**src/rtl/etr_pkg.sv**
```systemverilog
package etr_pkg;

    localparam int NCH   = 3;
    localparam int SEL_W = 3;
    localparam int PRD_W = 2;

    // channel roles; index order is fixed by the top module
    localparam int CH_IRQ  = 0;
    localparam int CH_CNVA = 1;
    localparam int CH_CNVB = 2;

    typedef enum logic [SEL_W-1:0] {
        EV_NONE0   = 3'b000,
        EV_ZERO    = 3'b001,
        EV_PERIOD  = 3'b010,
        EV_NONE3   = 3'b011,
        EV_CA_UP   = 3'b100,
        EV_CA_DOWN = 3'b101,
        EV_CB_UP   = 3'b110,
        EV_CB_DOWN = 3'b111
    } ev_sel_e;

    typedef struct packed {
        logic               eq_zero;
        logic               eq_period;
        logic               eq_ca;
        logic               eq_cb;
        logic               up;
    } tb_cmp_t;

    typedef struct packed {
        ev_sel_e            sel;
        logic               en;
        logic [PRD_W-1:0]   period;
        logic               clr;
    } ch_cfg_t;

    typedef struct packed {
        logic [PRD_W-1:0]   count;
        logic               flag;
        logic               pulse;
    } ch_state_t;

    function automatic logic sel_match(ev_sel_e s, tb_cmp_t c);
        logic m;
        unique case (s)
            EV_ZERO:    m = c.eq_zero;
            EV_PERIOD:  m = c.eq_period;
            EV_CA_UP:   m = c.eq_ca &  c.up;
            EV_CA_DOWN: m = c.eq_ca & ~c.up;
            EV_CB_UP:   m = c.eq_cb &  c.up;
            EV_CB_DOWN: m = c.eq_cb & ~c.up;
            default:    m = 1'b0;
        endcase
        return m;
    endfunction

    // count after an event that did not fire: saturates at the period select
    function automatic logic [PRD_W-1:0] count_step(logic [PRD_W-1:0] cnt,
                                                    logic [PRD_W-1:0] prd);
        return (cnt < prd) ? cnt + 1'b1 : cnt;
    endfunction

    // the event that arrives now is the one that completes the division
    function automatic logic reaches(logic [PRD_W-1:0] cnt,
                                     logic [PRD_W-1:0] prd);
        return ({1'b0, cnt} + 1'b1) >= {1'b0, prd};
    endfunction

endpackage

```
**src/rtl/etr_tb_compare.sv**
```systemverilog
module etr_tb_compare
    import etr_pkg::*;
#(
    parameter int CNT_W = 16
) (
    input  logic [CNT_W-1:0] tb_count,
    input  logic [CNT_W-1:0] tb_period,
    input  logic [CNT_W-1:0] cmp_a,
    input  logic [CNT_W-1:0] cmp_b,
    input  logic             count_up,
    output tb_cmp_t          cmp
);
    // shared equality comparators, fanned out to every channel
    always_comb begin
        cmp.eq_zero   = (tb_count == '0);
        cmp.eq_period = (tb_count == tb_period);
        cmp.eq_ca     = (tb_count == cmp_a);
        cmp.eq_cb     = (tb_count == cmp_b);
        cmp.up        = count_up;
    end
endmodule

```
**src/rtl/etr_event_src.sv**
```systemverilog
module etr_event_src
    import etr_pkg::*;
(
    input  logic    clk,
    input  logic    rst,
    input  tb_cmp_t cmp,
    input  ev_sel_e sel,
    output logic    event_o
);
    logic match_now;
    logic match_q;

    always_comb begin
        match_now = sel_match(sel, cmp);
        event_o   = match_now & ~match_q;
    end

    always_ff @(posedge clk) begin
        if (rst) match_q <= 1'b0;
        else     match_q <= match_now;
    end
endmodule

```
**src/rtl/etr_chan_ctr.sv**
```systemverilog
module etr_chan_ctr
    import etr_pkg::*;
#(
    parameter bit BLOCK_ON_FLAG = 1'b0
) (
    input  logic      clk,
    input  logic      rst,
    input  logic      event_i,
    input  ch_cfg_t   cfg,
    output ch_state_t st
);
    ch_state_t st_q;
    ch_state_t st_d;
    logic      active;
    logic      gate;
    logic      fire;

    always_comb begin
        active = event_i && (cfg.period != '0);
        gate   = cfg.en && !(BLOCK_ON_FLAG && st_q.flag);
        fire   = active && gate && reaches(st_q.count, cfg.period);

        st_d = st_q;
        if (fire)
            st_d.count = '0;
        else if (active)
            st_d.count = count_step(st_q.count, cfg.period);
        st_d.pulse = fire;
        st_d.flag  = fire | (st_q.flag & ~cfg.clr);
    end

    always_ff @(posedge clk) begin
        if (rst) st_q <= '0;
        else     st_q <= st_d;
    end

    assign st = st_q;
endmodule

```
**src/rtl/etr_prescaler.sv**
```systemverilog
module etr_prescaler
    import etr_pkg::*;
#(
    parameter int CNT_W = 16
) (
    input  logic                       clk,
    input  logic                       rst,
    input  logic [CNT_W-1:0]           tb_count,
    input  logic [CNT_W-1:0]           tb_period,
    input  logic [CNT_W-1:0]           cmp_a,
    input  logic [CNT_W-1:0]           cmp_b,
    input  logic                       count_up,
    input  logic [NCH-1:0][SEL_W-1:0]  ch_sel,
    input  logic [NCH-1:0]             ch_en,
    input  logic [NCH-1:0][PRD_W-1:0]  ch_period,
    input  logic [NCH-1:0]             ch_flag_clr,
    output logic [NCH-1:0]             trig_pulse,
    output logic [NCH-1:0]             trig_flag,
    output logic [NCH-1:0][PRD_W-1:0]  trig_count
);
    tb_cmp_t cmp;

    etr_tb_compare #(.CNT_W(CNT_W)) u_cmp (
        .tb_count  (tb_count),
        .tb_period (tb_period),
        .cmp_a     (cmp_a),
        .cmp_b     (cmp_b),
        .count_up  (count_up),
        .cmp       (cmp)
    );

    for (genvar i = 0; i < NCH; i++) begin : g_ch
        ch_cfg_t   cfg;
        ch_state_t st;
        logic      ev;

        always_comb begin
            cfg.sel    = ev_sel_e'(ch_sel[i]);
            cfg.en     = ch_en[i];
            cfg.period = ch_period[i];
            cfg.clr    = ch_flag_clr[i];
        end

        etr_event_src u_src (
            .clk     (clk),
            .rst     (rst),
            .cmp     (cmp),
            .sel     (cfg.sel),
            .event_o (ev)
        );

        // only the interrupt channel is held off by its own flag
        etr_chan_ctr #(.BLOCK_ON_FLAG(i == CH_IRQ)) u_ctr (
            .clk     (clk),
            .rst     (rst),
            .event_i (ev),
            .cfg     (cfg),
            .st      (st)
        );

        assign trig_pulse[i] = st.pulse;
        assign trig_flag[i]  = st.flag;
        assign trig_count[i] = st.count;
    end
endmodule

```
**config.mk**
```make
export PLATFORM = sky130hd
export DESIGN_NAME = etr_prescaler
export DESIGN_NICKNAME = d
export VERILOG_FILES = /design/src/rtl/etr_pkg.sv /design/src/rtl/etr_tb_compare.sv /design/src/rtl/etr_event_src.sv /design/src/rtl/etr_chan_ctr.sv /design/src/rtl/etr_prescaler.sv
export SDC_FILE = /design/constraint.sdc
export NUM_CORES = 1
export LEC_CHECK = 0
export BUFFER_PORTS_ARGS = -buffer_cell sky130_fd_sc_hd__buf_2
export CELL_PAD_IN_SITES_DETAIL_PLACEMENT = 1
export CELL_PAD_IN_SITES_GLOBAL_PLACEMENT = 1
export CORE_MARGIN = 1.5
export CORE_UTILIZATION = 30
export DETAILED_ROUTE_END_ITERATION = 8
export GPL_ROUTABILITY_DRIVEN = 0
export PLACE_DENSITY_LB_ADDON = 0.1
export SYNTH_ARGS = -nofsm -noshare
export SYNTH_HDL_FRONTEND = slang
export SYNTH_SLANG_ARGS = --single-unit
```
**constraint.sdc**
```tcl
create_clock -name clk -period 2.7 [get_ports clk]
set_clock_uncertainty 0.2 [all_clocks]
set_input_delay 0.27 -clock clk [delete_from_list [all_inputs] [get_ports clk]]
set_output_delay 0.27 -clock clk [all_outputs]
set_load 0.02 [all_outputs]
```
==> metrics.txt <==
crit path capture type register; post-synthesis async set-or-reset flop share 0%; outcome finished clean; HP Class in2reg; area delta synth->final 37.74%; Max Slew Vio Count 0; CTS tree done; main flop type after synthesis dfxtp_1; register area share after synthesis 18.22%; row count 26; RSZ-0062 raised after global routing no; cts bufs inserted 3; Initial Util 31.66%; area of the multi-input gates 1280 µm²; FF+latch area 300.3 µm²; DP HPWL 4.646 mm; Mapped Area 1648 µm²; Rel. slew slack 64.79%; routed vias/inst 4.851; synthesized area per cell 8.365 µm²; antenna cells 0; net count after synthesis 300; Post-Syn Instances 197; Max Cap Viol 0; Core Footprint 5205 µm²; first drt pass iteration count 4; synth warn 0; fin nets 402; layout cells sized above 1 38.26%; Clock Latency Late Sink 0.24 ns; routed len/inst 13.93 µm; vias post-DR 1785; most frequent cells in the layout 99 x buf_2, 51 x xor2_1, 17 x nor4_1; initial antenna violation count 0; Setup CP Type reg2reg; pin count of the biggest net entering global routing 22; first-iteration detailed-routing DRC count 47; drt total wl 5.127 mm; met2 Use GR 32.92%; Die H 77.12 µm; CP startpoint kind register; Yosys cell types 35; CTS clk-pin slew, worst paths 0.06 ns; Peak supply drop 0.1156 mV; critical path arrival 2.31 ns; Worst Tran Pin Value 0.5227 ns; setup_tns 0 ns; Area after DPL 2223 µm²; DIE AREA 5947 µm²; Final setup viols 0; Pleak 1.132 nW; Yosys reg bits 15; final period utilization 87.83%; filler cell count 683; GRT overflow 0; Final Hold Fails 0; CTS root buf clkbuf_8; GR Util All Layers 18.38%; pwr/cell area 273.7 nW/µm²; Synth area leaders xor2_1 27%, dfxtp_1 18%, ha_1 9.1%; CTS Hold Bufs 0; Post-synth EDFFs 0; IO buf count 99; H-tree Lvls 1; CTS max path bufs 2; met3 track demand over resource 5.595%; Post-CTS Setup Repair Bufs 0; M1 GR Usage 20.84%; Top Ports 100; ANT nets after route 0; commonest non-fill, non-tap cell in the layout buf_2; Max Clk Rate 421.7 MHz; min Tclk post-route 2.371 ns; gr busiest metal met2; first-pass GRT wire length 8.832 mm; Critical Path RT 2.64 ns; final core occ 43.61%; DRC 0; cell taking the most area after synthesis xor2_1; top cell type's share of synthesized area 27.11%; vias in the first global route 1959; post-cts resize count 0; Sinks on Clock Net 15; CP Max Fanout 7; die width 77.12 µm; fin area 2270 µm²
## registers in the layout, summed over array words and instances, names as in the netlist
name / cells
g_ch.u_ctr.st: 12
g_ch.u_src.match_q: 3
## synthesized netlist by cell type, drive strengths merged, types with 2 or more instances
cell / number
xor2: 51
nor4: 17
inv: 16
dfxtp: 15
nor2: 13
ha: 12
o21ai: 8
nand2b: 7
a21oi: 6
nand3: 6
nand2: 4
nand4: 4
a21o: 3
fa: 3
o21bai: 3
o32ai: 3
or3b: 3
a211oi: 2
a31oi: 2
clkbuf: 2
nor3b: 2
o21a: 2
o22ai: 2
o41ai: 2
or2: 2
## cells by family (layout without fill, tap and decap cells)
| logic type | Yosys count | after routing | synth area share, % |
|---|---|---|---|
| xor gates and xnor gates | 51 | 51 | 27.11 |
| AOI/OAI and AO/OA | 38 | 38 | 17.08 |
| and+or+nand+nor | 60 | 60 | 20.73 |
| buffers and inverters | 18 | 119 | 4.101 |
| adders and majority gates | 15 | 15 | 12.76 |
| DFF | 15 | 15 | 18.22 |
## per-stage QoR
| stage | total power, W | cells | worst slack, ns | hold slack, ns |
|---|---|---|---|---|
| 2_1_floorplan | 0.0003338 | 197 | 0.4046 | 0.2518 |
| 3_3_place_gp | 0.0004471 | 364 | 0.3695 | 0.2648 |
| 3_5_place_dp | 0.0004503 | 364 | 0.3073 | 0.2653 |
| 4_1_cts | 0.0006341 | 368 | 0.3225 | 0.08876 |
| 5_1_grt | 0.0006714 | 368 | 0.1979 | 0.09897 |
| 6_report | 0.0006212 | 368 | 0.3285 | 0.08898 |
## power by group
part	leakage, nW	total [W]	internal, W	switching [W]
registers	0.121	0.000226	0.000224	0.00000204
logic	0.985	0.000217	0.000104	0.000112
clock network	0.0255	0.000179	0.000102	0.0000771
total	1.13	0.000621	0.000430	0.000192
## critical path, cell delays in order (launching register included)
cell and delay (ns):
dfxtp_1 0.47, fa_1 0.45, inv_1 0.06, a211oi_1 0.04
o21ai_0 0.25, or3b_2 0.50, o32ai_1 0.30
## path summary, 6_finish.rpt
kind | slack, ns | start | end | depth (start not counted)
hold / removal | 0.09 | ch_flag_clr[1] | g_ch[1].u_ctr.st[1] | 3
hold reg to reg | 0.27 | g_ch[1].u_ctr.st[1] | g_ch[1].u_ctr.st[1] | 2
setup / recovery | 0.33 | g_ch[1].u_ctr.st[2] | g_ch[1].u_ctr.st[3] | 6
setup reg to reg | 0.33 | g_ch[1].u_ctr.st[2] | g_ch[1].u_ctr.st[3] | 6
## metal layers
layer | wire length, µm | part of all wire, % | up-vias
met5 | 0 | 0 | -
met2 | 2472 | 48 | 71
met3 | 457 | 8.9 | 4
li1 | - | - | 903
met1 | 2146 | 42 | 807
met4 | 51 | 0.99 | 0
## final cells by class
type | instances | area share [%]
clock buffers | 3 | 1.819
inverters | 16 | 2.646
flip-flops and latches | 15 | 13.23
repair buffers | 99 | 21.83
clock inverters | 1 | 0.2205
well taps | 70 | 3.859
multi-input cells | 164 | 56.39
No activity file was read; power rests on OpenSTA's default activity.
